`src/rtl/simd_add_pkg.sv`:
```
package simd_add_pkg;
   typedef enum logic [1:0] {
      LANE_FULL = 2'b00,
      LANE_HALF = 2'b01,
      LANE_QUAD = 2'b10,
      LANE_BYTE = 2'b11
   } lane_mode_e;

   // bytes in one lane for a given mode on an nbytes-wide datapath
   function automatic int bytes_per_lane(input int nbytes, input logic [1:0] m);
      return nbytes >> m;
   endfunction

   // true when byte idx holds the most significant byte of its lane
   function automatic logic is_lane_top(input int idx, input int nbytes, input logic [1:0] m);
      return ((idx + 1) % bytes_per_lane(nbytes, m)) == 0;
   endfunction
endpackage

```
`src/rtl/simd_lane_map.sv`:
```
module simd_lane_map #(
   parameter int NUM_BYTES = 8
) (
   input  logic [1:0]           mode,
   output logic [NUM_BYTES-1:0] lane_start,
   output logic [NUM_BYTES-1:0] lane_top
);
   always_comb begin
      int span_mask;
      span_mask = (NUM_BYTES >> mode) - 1;
      for (int i = 0; i < NUM_BYTES; i++) begin
         lane_start[i] = (i & span_mask) == 0;
         lane_top[i]   = (i & span_mask) == span_mask;
      end
   end
endmodule

```
`src/rtl/simd_byte_slice.sv`:
```
module simd_byte_slice #(
   parameter int W = 8
) (
   input  logic [W-1:0] a,
   input  logic [W-1:0] b,
   input  logic         invert_b,
   input  logic         cin,
   output logic [W-1:0] sum,
   output logic         cout
);
   logic [W-1:0] b_eff;

   assign b_eff = invert_b ? ~b : b;
   assign {cout, sum} = {1'b0, a} + {1'b0, b_eff} + {{W{1'b0}}, cin};
endmodule

```
`src/rtl/simd_lane_adder.sv`:
```
module simd_lane_adder #(
   parameter int SLICE_W   = 8,
   parameter int NUM_BYTES = 8,
   parameter bit OUT_REG   = 1'b0,
   localparam int DW       = SLICE_W * NUM_BYTES
) (
   input  logic                 clk,
   input  logic                 rst_n,
   input  logic [DW-1:0]        op_a,
   input  logic [DW-1:0]        op_b,
   input  logic [1:0]           mode,
   input  logic                 sub,
   output logic [DW-1:0]        result,
   output logic [NUM_BYTES-1:0] carry_out
);
   import simd_add_pkg::*;

   if (NUM_BYTES < 8 || (NUM_BYTES & (NUM_BYTES - 1)) != 0) begin : g_bad_bytes
      $error("NUM_BYTES must be a power of two and at least 8");
   end
   if (SLICE_W < 1) begin : g_bad_slice
      $error("SLICE_W must be positive");
   end

   logic [NUM_BYTES-1:0] lane_start, lane_top;
   logic [NUM_BYTES-1:0] slice_cin, slice_cout;
   logic [DW-1:0]        sum_c;
   logic [NUM_BYTES-1:0] flag_c;

   simd_lane_map #(.NUM_BYTES(NUM_BYTES)) u_map (
      .mode       (mode),
      .lane_start (lane_start),
      .lane_top   (lane_top)
   );

   for (genvar g = 0; g < NUM_BYTES; g++) begin : g_slice
      if (g == 0) begin : g_first
         assign slice_cin[g] = sub;
      end else begin : g_chain
         // cut the chain where a new lane begins
         assign slice_cin[g] = lane_start[g] ? sub : slice_cout[g-1];
      end

      simd_byte_slice #(.W(SLICE_W)) u_slice (
         .a        (op_a[g*SLICE_W +: SLICE_W]),
         .b        (op_b[g*SLICE_W +: SLICE_W]),
         .invert_b (sub),
         .cin      (slice_cin[g]),
         .sum      (sum_c[g*SLICE_W +: SLICE_W]),
         .cout     (slice_cout[g])
      );

      assign flag_c[g] = lane_top[g] & slice_cout[g];

      // in byte mode each slice is a standalone adder
      assert_byte_lane_R4: assert property (@(posedge clk) disable iff (!rst_n)
         (mode == LANE_BYTE && !sub) |->
         ({flag_c[g], sum_c[g*SLICE_W +: SLICE_W]} ==
          {1'b0, op_a[g*SLICE_W +: SLICE_W]} + {1'b0, op_b[g*SLICE_W +: SLICE_W]}));
   end

   if (OUT_REG) begin : g_reg
      always_ff @(posedge clk) begin
         if (!rst_n) begin
            result    <= '0;
            carry_out <= '0;
         end else begin
            result    <= sum_c;
            carry_out <= flag_c;
         end
      end

      assert_reg_stage_R8: assert property (@(posedge clk) disable iff (!rst_n)
         1'b1 |=> (result == $past(sum_c) && carry_out == $past(flag_c)));
   end else begin : g_comb
      assign result    = sum_c;
      assign carry_out = flag_c;
   end

   // independent lane-top mask for checking flag placement
   logic [NUM_BYTES-1:0] top_ref;
   always_comb begin
      for (int i = 0; i < NUM_BYTES; i++) top_ref[i] = is_lane_top(i, NUM_BYTES, mode);
   end

   assert_full_add_R1: assert property (@(posedge clk) disable iff (!rst_n)
      (mode == LANE_FULL && !sub) |->
      ({flag_c[NUM_BYTES-1], sum_c} == {1'b0, op_a} + {1'b0, op_b}));

   assert_full_sub_R5: assert property (@(posedge clk) disable iff (!rst_n)
      (mode == LANE_FULL && sub) |-> (sum_c == op_a - op_b));

   assert_flag_pos_R6: assert property (@(posedge clk) disable iff (!rst_n)
      (flag_c & ~top_ref) == '0);
endmodule

```
`config.mk`:
```
export PLATFORM = sky130hd
export DESIGN_NAME = simd_lane_adder
export DESIGN_NICKNAME = d
export VERILOG_FILES = /design/src/rtl/simd_add_pkg.sv /design/src/rtl/simd_lane_map.sv /design/src/rtl/simd_byte_slice.sv /design/src/rtl/simd_lane_adder.sv
export SDC_FILE = /design/constraint.sdc
export NUM_CORES = 1
export LEC_CHECK = 0
export BUFFER_PORTS_ARGS = -buffer_cell sky130_fd_sc_hd__buf_2
export CAP_MARGIN = 20
export CORE_MARGIN = 4
export CORE_UTILIZATION = 35
export DETAILED_ROUTE_END_ITERATION = 12
export PLACE_DENSITY_LB_ADDON = 0.08
export SYNTH_ARGS = -nofsm -noshare
export SYNTH_HDL_FRONTEND = slang
export SYNTH_SLANG_ARGS = --single-unit
```
`constraint.sdc`:
```
create_clock -name vclk -period 23
set_input_delay 4.6 -clock vclk [all_inputs]
set_output_delay 4.6 -clock vclk [all_outputs]
set_load 0.01 [all_outputs]
```
After elaboration in Yosys (flattened, before gate mapping)

Cells that the tools add are included.

Mux-type cells: 15
Shift operators: 1
Reduce and logical (&&, ||, !) cells: 15
$add $sub $neg: 17
Bitwise gates (word level): 16

Operator list:

| cell                    | count |
|---|---|
| $logic_not A32 Y1       | 8 |
| $logic_not A31 Y1       | 3 |
| $logic_not A30 Y1       | 3 |
| $add A8 B8 Y9           | 8 |
| $add A9 B1 Y9           | 8 |
| $mux W8                 | 8 |
| $not A8 Y8              | 8 |
| $shr A4 B2 Y32 const A  | 1 |
| $sub A32 B2 Y32 const B | 1 |
| $logic_not A29 Y1       | 1 |
| $and A1 B1 Y1           | 8 |
| $mux W1                 | 7 |

Input port bits: 133
Flip-flop bits (word level): 0

Depth between registers and ports, before layout

Gate-level depths: netlist (run 1).

Depth after elaboration: 19
Mapped depth: 59
Depth with buffers taken out: 57

Modules after synthesis

Synthesis (run 1) repeated with hierarchy kept, for this count alone.

Cells, all modules: 458
Area total of the unflattened synthesis: 3604.7 um2

Modules (own cells, without submodules):

| module          | area each (um2) | seq. area each (um2) | cells each | times used |
|---|---|---|---|---|
| simd_byte_slice | 417.9           | 0.0                  | 53         | 8 |
| simd_lane_map   | 132.6           | 0.0                  | 19         | 1 |
| simd_lane_adder | 128.9           | 0.0                  | 15         | 1 |

Worst setup path after synthesis (run 1)

No wires, ideal clock.

Path kind: input port to output port
From: input sub
To: output result[62]
Slack: 1.825 ns
Cell stages on the path: 59
Path buffers: 2
Data arrival time: 16.575 ns
Path through: clkbuf_1 -> buf_2 -> xor2_1 -> inv_1 -> fa_1 -> nor2b_1 -> o21ai_1 -> a21oi_1 -> o311ai_1 -> a31o_1 -> fa_1 -> fa_1 -> nor2b_4 -> o31a_1 -> o311a_1 -> o21ai_2 -> a22o_1 -> fa_1 -> [... 23 more ...] -> o31a_1 -> nor3_1 -> o21bai_1 -> a31oi_1 -> fa_1 -> fa_1 -> nor2b_1 -> o21ai_1 -> a21oi_1 -> o311ai_1 -> a31o_1 -> fa_1 -> fa_1 -> nor2b_1 -> o31a_1 -> o21a_1 -> nor2_1 -> xnor2_1

Cells in the longest elaborated chain, start to end: 17
Elaborated cells on any way between the ends: 31
Those cells by class: 16 x add/sub; 15 x mux

RTL lines:

| element         | RTL line              | text |
|---|---|---|
| start, declared | simd_lane_adder.sv:12 | `input logic sub,` |
| $mux W8         | simd_byte_slice.sv:13 | `assign b_eff = invert_b ? ~b : b;` |
| $add A8 B8 Y9   | simd_byte_slice.sv:14 | `assign {cout, sum} = {1'b0, a} + {1'b0, b_eff} + {{W{1'b0}}, cin};` |
| $add A9 B1 Y9   | simd_byte_slice.sv:14 |  |
| $mux W1         | simd_lane_adder.sv:41 | `assign slice_cin[g] = lane_start[g] ? sub : slice_cout[g-1];` |
| $add A9 B1 Y9   | simd_byte_slice.sv:14 |  |
| $mux W1         | simd_lane_adder.sv:41 |  |
| $add A9 B1 Y9   | simd_byte_slice.sv:14 |  |
| $mux W1         | simd_lane_adder.sv:41 |  |
| $add A9 B1 Y9   | simd_byte_slice.sv:14 |  |
| $mux W1         | simd_lane_adder.sv:41 |  |
| $add A9 B1 Y9   | simd_byte_slice.sv:14 |  |
| $mux W1         | simd_lane_adder.sv:41 |  |
| $add A9 B1 Y9   | simd_byte_slice.sv:14 |  |
| $mux W1         | simd_lane_adder.sv:41 |  |
| $add A9 B1 Y9   | simd_byte_slice.sv:14 |  |
| $mux W1         | simd_lane_adder.sv:41 |  |
| $add A9 B1 Y9 * | simd_byte_slice.sv:14 |  |
| end, declared   | simd_lane_adder.sv:13 | `output logic [DW-1:0] result,` |

Every way passes the cells marked *; elsewhere a longest branch is shown, timed or not.

Final worst setup path (run 1)

From: input sub
To: output carry_out[7]

Cells in the longest elaborated chain, start to end: 18
Elaborated cells on any way between the ends: 32
Those cells by class: 16 x add/sub; 15 x mux; 1 x bitwise

RTL lines:

| element          | RTL line              | text |
|---|---|---|
| $mux W8          | simd_byte_slice.sv:13 |  |
| $add A8 B8 Y9    | simd_byte_slice.sv:14 |  |
| $add A9 B1 Y9    | simd_byte_slice.sv:14 |  |
| $mux W1          | simd_lane_adder.sv:41 |  |
| $add A9 B1 Y9    | simd_byte_slice.sv:14 |  |
| $mux W1          | simd_lane_adder.sv:41 |  |
| $add A9 B1 Y9    | simd_byte_slice.sv:14 |  |
| $mux W1          | simd_lane_adder.sv:41 |  |
| [... 2 more ...] | n/a                   |  |
| $add A9 B1 Y9    | simd_byte_slice.sv:14 |  |
| $mux W1          | simd_lane_adder.sv:41 |  |
| $add A9 B1 Y9    | simd_byte_slice.sv:14 |  |
| $mux W1          | simd_lane_adder.sv:41 |  |
| $add A9 B1 Y9    | simd_byte_slice.sv:14 |  |
| $mux W1          | simd_lane_adder.sv:41 |  |
| $add A9 B1 Y9 *  | simd_byte_slice.sv:14 |  |
| $and A1 B1 Y1 *  | simd_lane_adder.sv:53 | `assign flag_c[g] = lane_top[g] & slice_cout[g];` |
| end, declared    | simd_lane_adder.sv:14 | `output logic [NUM_BYTES-1:0] carry_out` |

Marks and branches as above.

==> qor.log, run 1 <==
INFO  worst_setup_path crit_top_cell=sky130_fd_sc_hd__fa_1
INFO  floorplan      floorplan.core_area=9280um^2
INFO  final_layout   num-nets-final=839
INFO  floorplan      initial_utilization=36.0%
INFO  synth          synth_top_cells_by_count=sky130_fd_sc_hd__xor2_1, sky130_fd_sc_hd__ha_1, sky130_fd_sc_hd__inv_1, sky130_fd_sc_hd__xnor2_1, sky130_fd_sc_hd__nor2_1
INFO  synth          synth.top_cell.area_share=21.3%
INFO  synth          biggest_area_contributors_in_the_synthesized_netlist=sky130_fd_sc_hd__ha_1, sky130_fd_sc_hd__xor2_1, sky130_fd_sc_hd__xnor2_1, sky130_fd_sc_hd__fa_1, sky130_fd_sc_hd__inv_1
INFO  routing        wirelength=9940um
INFO  final_layout   seq_area=0um^2
INFO  synth          synth_most_common_cell=sky130_fd_sc_hd__xor2_1
INFO  floorplan      row_count=35
INFO  sta            post-route-min-period=22.14ns
INFO  synth          yosysSeqAreaShare=0%
INFO  final_layout   final-instance-count-excl-fill=761
INFO  placed_design  gp_congestion=0.821
INFO  synth          synth_top_area_cell=sky130_fd_sc_hd__ha_1
INFO  routing        antenna_violating_nets_post_route=0
INFO  final_layout   postLayoutCoreUtil=48.8%
INFO  synth          synth_cells=434
INFO  global_routing gr-total-overflow=0
INFO  routing        drt_pre_antenna_iters=4
INFO  final_layout   num_antenna_cells=0
INFO  synth          synthesis.area_per_instance=7.71um^2
INFO  placed_design  port_buffers=203
INFO  placed_design  dp_hpwl=8950um
INFO  hold_path      hold_path_class=in -> out
INFO  sta            layout_worst_path_cycle_share=96.3%
INFO  sta            finalHoldWorstSlack=9.50ns
INFO  routing        routed-via-count=3674
INFO  floorplan      chipWidth=106um
INFO  clocking       holdBufCountCts=0
INFO  worst_setup_path max_stage_delay=0.44ns
INFO  placed_design  placed_cells=761
INFO  worst_setup_path crit_path_start_kind=input pin
INFO  global_routing first_global_vias=3707
INFO  worst_setup_path worst_path_max_delay_cell=sky130_fd_sc_hd__fa_1
INFO  worst_setup_path setup.worst_path.start=sub
INFO  power          cellLeakagePower=2.40nW
INFO  routing        avgViaCountPerCell=4.83
INFO  worst_setup_path worstPathArrival=17.54ns
INFO  global_routing grt.total_usage=16.9%
INFO  placed_design  place_area=4510um^2
INFO  run            maxCapViolations=0
INFO  worst_setup_path endpoint=carry_out[7]
INFO  floorplan      dieHeight=106um
INFO  sta            fmaxAchievable=0.0452GHz
INFO  final_layout   postLayoutCellArea=4530um^2
INFO  sta            worst-slew-pin-transition=0.441ns
INFO  global_routing wire_length_of_the_first_global_routing_pass=16300um
INFO  sta            setup_violations=0
INFO  worst_setup_path crit_type=in -> out
INFO  worst_setup_path crit_path_end_kind=output pin
INFO  routing        detailedRoute.firstIterationViolations=105
INFO  final_layout   final_layout_size_suffix_gt1_share=34.3%
INFO  hold_path      holdCritStartpoint=op_a[0]
INFO  routing        detail_route.wl_per_cell=13.1um
INFO  floorplan      die_area=11200um^2
INFO  power          worst_vdd_drop=20.5uV
INFO  global_routing initial_antenna_violation_count=0
INFO  sta            hold_viol=0
INFO  worst_setup_path required=18.40ns
INFO  final_layout   clk_buf_instances=0
INFO  run_status     outcome=finished clean
INFO  synth          netlist_area=3350um^2
INFO  final_layout   layout-area-overhead-vs-synth=35.5%
INFO  synth          synth.net_count=639
INFO  final_layout   number_of_fillers_in_the_final_layout=995
INFO  final_layout   sequential_cell_count=0
INFO  synth          synth-warning-count=0
INFO  sta            final_max_slew_viol_count=0
INFO  global_routing maximum_number_of_pins_on_one_net_before_global_route_repair=34
INFO  floorplan      io_pins=205
INFO  synth          synth.distinct_cells=44
INFO  sta            slew-limit-headroom=70.2%
INFO  worst_setup_path worst-path-max-fanout=8
INFO  routing        drt_drc=0
INFO  power          pwr_density_cell=42.7nW/um^2
routing by layer:
layer / global-route usage [%] / routed length (um) / vias up
met5: 0 / 0 / -
li1: - / - / 1898
met4: 1.94 / 141 / 0
met3: 2.82 / 678 / 8
met1: 21.0 / 4300 / 1647
met2: 31.2 / 4820 / 121
report_power, final:
group	total [mW]	internal [mW]	leakage (nW)	switching, mW
combinational	0.194	0.0899	2.40	0.104
clock	0	0	0	0
sequential	0	0	0	0
total	0.194	0.0899	2.40	0.104
placed cells by master, fill, tap and decap left out, types with 2 or more instances in the layout:
cell	Yosys	final
sky130_fd_sc_hd__buf_2	7	202
sky130_fd_sc_hd__xor2_1	64	63
sky130_fd_sc_hd__ha_1	57	57
sky130_fd_sc_hd__inv_1	46	46
sky130_fd_sc_hd__xnor2_1	41	41
sky130_fd_sc_hd__nor2_1	35	35
sky130_fd_sc_hd__a21oi_1	23	21
sky130_fd_sc_hd__nand2_1	17	17
sky130_fd_sc_hd__o21a_1	15	15
sky130_fd_sc_hd__fa_1	15	14
sky130_fd_sc_hd__nor2b_1	14	13
sky130_fd_sc_hd__o21ai_0	13	13
sky130_fd_sc_hd__nand3_1	12	12
sky130_fd_sc_hd__nor3_1	8	8
sky130_fd_sc_hd__o21ai_1	6	6
sky130_fd_sc_hd__o2111ai_1	6	6
sky130_fd_sc_hd__and2_1	5	5
sky130_fd_sc_hd__o31a_1	5	5
sky130_fd_sc_hd__o311ai_1	4	4
sky130_fd_sc_hd__a31o_1	4	4
sky130_fd_sc_hd__or3_1	4	4
sky130_fd_sc_hd__o41ai_1	3	3
sky130_fd_sc_hd__o21bai_1	3	3
sky130_fd_sc_hd__buf_4	0	3
sky130_fd_sc_hd__a21oi_2	0	2
sky130_fd_sc_hd__a22o_1	2	2
sky130_fd_sc_hd__and3_1	2	2
sky130_fd_sc_hd__a31oi_1	2	2
sky130_fd_sc_hd__o221ai_1	2	2
sky130_fd_sc_hd__nand4_1	2	2
sky130_fd_sc_hd__a21o_1	2	2
metrics by stage:
step	worst slack (ns)	total power [mW]	setup TNS, ns
after global routing	-0.00250	0.217	-0.00250
after global placement	0.668	0.193	0
after detailed placement	0.545	0.195	0
after CTS	0.516	0.196	0
after floorplan	1.83	0.126	0
final	0.859	0.194	0
worst min path at each step:
stage,to,slack [ns],cells past startpoint
floorplan,result[0],9.28,1
global placement,result[0],9.51,3
detailed placement,result[0],9.51,3
CTS,result[0],9.51,3
global route,result[0],9.53,3
finish,result[0],9.50,3
worst max-delay path: cells and delay by family:
| family | cells | cell delay (ns) |
|---|---|---|
| adders and majority gates | 15 | 6.29 |
| AOI/OAI and AO/OA | 30 | 4.76 |
| and+or+nand+nor | 10 | 1.31 |
| buffers and inverters | 3 | 0.38 |
| xor gates and xnor gates | 1 | 0.18 |
logic make-up (layout without fill, tap and decap cells):
kind of cell	Yosys count	count (layout)	synth area share, %
AOI/OAI and AO/OA	99	99	20.6
xor gates and xnor gates	105	105	27.5
adders and majority gates	72	72	30.3
buffers and inverters	54	252	6.32
muxes	1	1	0.411
and+or+nand+nor	103	103	14.9
cell type report:
class | count | area (um^2) | share of cell area, %
tap | 129 | 161 | 3.56
multi-input combinational | 380 | 3150 | 69.6
timing repair buffer | 206 | 1040 | 23.0
inverter | 46 | 173 | 3.81
what timing repair did:
action                     in CTS  in global routing
setup endpoints to repair       0                  3
hold endpoints to repair        0                  0
gates resized for setup         0                  6
buffers inserted                0                  0
Power figures use the tool's default switching activity.
==> run 2: changes to the inputs <==
--- a/config.mk
+++ b/config.mk
@@ -7,8 +7,8 @@
 export LEC_CHECK = 0
 export BUFFER_PORTS_ARGS = -buffer_cell sky130_fd_sc_hd__buf_2
 export CAP_MARGIN = 20
-export CORE_MARGIN = 4
-export CORE_UTILIZATION = 35
+export CORE_MARGIN = 10
+export CORE_UTILIZATION = 46
 export DETAILED_ROUTE_END_ITERATION = 12
 export PLACE_DENSITY_LB_ADDON = 0.08
 export SYNTH_ARGS = -nofsm -noshare
==> qor.log, run 2 (synthesis results as in run 1) <==
INFO  run_status     outcome=finished clean
INFO  power          p_clk_share=0%
INFO  power          worst_vdd_drop=20.3uV
INFO  floorplan      dieHeight=105um
INFO  worst_setup_path worstPathArrival=17.51ns
INFO  final_layout   num_antenna_cells=0
INFO  floorplan      initial_utilization=46.6%
INFO  final_layout   num-nets-final=838
INFO  routing        detailedRoute.firstIterationViolations=93
INFO  worst_setup_path timing.critical_path.buf_inv=3
INFO  sta            fin_tns_setup=0ns
INFO  floorplan      row_count=31
INFO  sta            setup_violations=0
INFO  power          cellLeakagePower=2.39nW
INFO  sta            fmaxAchievable=0.0452GHz
INFO  global_routing first_global_vias=3982
INFO  routing        drt_pre_antenna_iters=4
INFO  routing        antenna_violating_nets_post_route=0
INFO  clocking       holdBufCountCts=0
INFO  worst_setup_path crit_path_end_kind=output pin
INFO  worst_setup_path setup.worst_path.start=sub
INFO  routing        routed-via-count=3672
INFO  floorplan      chipWidth=105um
INFO  power          total_switching_power=0.105mW
INFO  final_layout   final_layout_size_suffix_gt1_share=34.4%
INFO  hold_path      timing.hold.worst_endpoint=result[0]
INFO  power          power.combinational.fraction=100.0%
INFO  power          internal_power=0.0899mW
INFO  final_layout   seq_area=0um^2
INFO  worst_setup_path worst-path-max-fanout=16
INFO  global_routing grtUsageMet1=21.7%
INFO  worst_setup_path crit_path_start_kind=input pin
INFO  routing        detail_route.wl_per_cell=14.9um
INFO  routing        drt_drc=0
INFO  final_layout   layout_commonest_cell=sky130_fd_sc_hd__buf_2
INFO  sta            worst-slew-pin-transition=0.591ns
INFO  final_layout   layout-area-overhead-vs-synth=34.2%
INFO  run            maxCapViolations=0
INFO  global_routing gr-total-overflow=0
INFO  placed_design  port_buffers=203
INFO  worst_setup_path crit_top_cell=sky130_fd_sc_hd__fa_1
INFO  placed_design  dp_slack=0.511ns
INFO  floorplan      io_pins=205
INFO  sta            layout_worst_path_cycle_share=96.1%
INFO  final_layout   layout.cells.most_common_list=sky130_fd_sc_hd__buf_2, sky130_fd_sc_hd__xor2_1, sky130_fd_sc_hd__ha_1
INFO  sta            final_max_slew_viol_count=0
INFO  floorplan      die_area=11100um^2
INFO  global_routing grt-busiest-layer=met2
INFO  placed_design  gp_congestion=0.863
INFO  hold_path      holdCritStartpoint=op_a[0]
INFO  final_layout   sequential_cell_count=0
INFO  hold_path      holdPathStages=3
INFO  worst_setup_path critical_path.top_delay_family=adder cells
INFO  worst_setup_path worst_path_max_delay_cell=sky130_fd_sc_hd__fa_1
INFO  sta            hold_viol=0
INFO  global_routing groute.layer.met2.usage=36.2%
INFO  power          power.share.sequential=0%
INFO  floorplan      floorplan.core_area=7180um^2
INFO  final_layout   clk_buf_instances=0
INFO  worst_setup_path max_stage_delay=0.43ns
INFO  power          pwr_density_cell=43.5nW/um^2
INFO  power          swShare=54.0%
INFO  hold_path      hold_path_class=in -> out
INFO  worst_setup_path required=18.40ns
INFO  global_routing globalRouteMet3Util=5.30%
INFO  global_routing wire_length_of_the_first_global_routing_pass=18700um
INFO  sta            post-route-min-period=22.11ns
INFO  sta            unrepaired_setup_endpoints_after_global_routing=false
INFO  sta            layout_setup_ws=0.888ns
INFO  global_routing grt.total_usage=19.2%
INFO  worst_setup_path crit_type=in -> out
INFO  sta            slew-limit-headroom=60.6%
INFO  final_layout   number_of_fillers_in_the_final_layout=681
INFO  routing        avgViaCountPerCell=5.03
INFO  global_routing maximum_number_of_pins_on_one_net_before_global_route_repair=39
INFO  routing        wirelength=10900um
INFO  placed_design  dp_hpwl=9940um
INFO  global_routing initial_antenna_violation_count=1
[run 2: changes by cell type in the layout (fill, tap and decap cells not counted)]
cell	change
sky130_fd_sc_hd__fa_2	+1
sky130_fd_sc_hd__buf_4	-1
sky130_fd_sc_hd__fa_1	-1
[run 2: area by class of cell]
type | count | area (um^2) | area share [%]
inverter | 46 | 173 | 3.85
tap | 99 | 124 | 2.76
timing repair buffer | 205 | 1040 | 23.1
multi-input combinational | 380 | 3160 | 70.3
[run 2: what timing repair did]
item / CTS / global route
resized for setup: 0 / 7
setup endpoints to repair: 0 / 3
setup buffers: 0 / 0
[run 2: worst max-delay path by stage]
stage / cells past startpoint / endpoint
after CTS: 59 / carry_out[7]
after floorplan: 59 / result[62]
after global routing: 59 / result[62]
final: 59 / result[62]
after global placement: 59 / carry_out[7]
after detailed placement: 59 / carry_out[7]
[run 2: metrics by stage]
stage	utilization [%]	hold slack (ns)	area [um^2]	power, mW	std cells
floorplan	-	9.28	3350	0.126	434
global placement	62.2	9.49	4460	0.193	730
detailed placement	62.2	9.51	4460	0.197	730
CTS	62.2	9.51	4460	0.198	730
global route	62.6	9.52	4490	0.220	730
finish	62.6	9.51	4490	0.195	730
[run 2: power groups by stage]
stage	Sequential [mW]	Clock, mW	Combinational (mW)
2_1_floorplan	0	0	0.126
3_3_place_gp	0	0	0.193
3_5_place_dp	0	0	0.197
4_1_cts	0	0	0.198
5_1_grt	0	0	0.220
6_report	0	0	0.195
[run 2: per-layer routing]
layer / wire (um) / vias up
li1: - / 1890
met1: 4240 / 1645
met2: 5670 / 129
met3: 926 / 6
met4: 61 / 2
met5: 13 / -
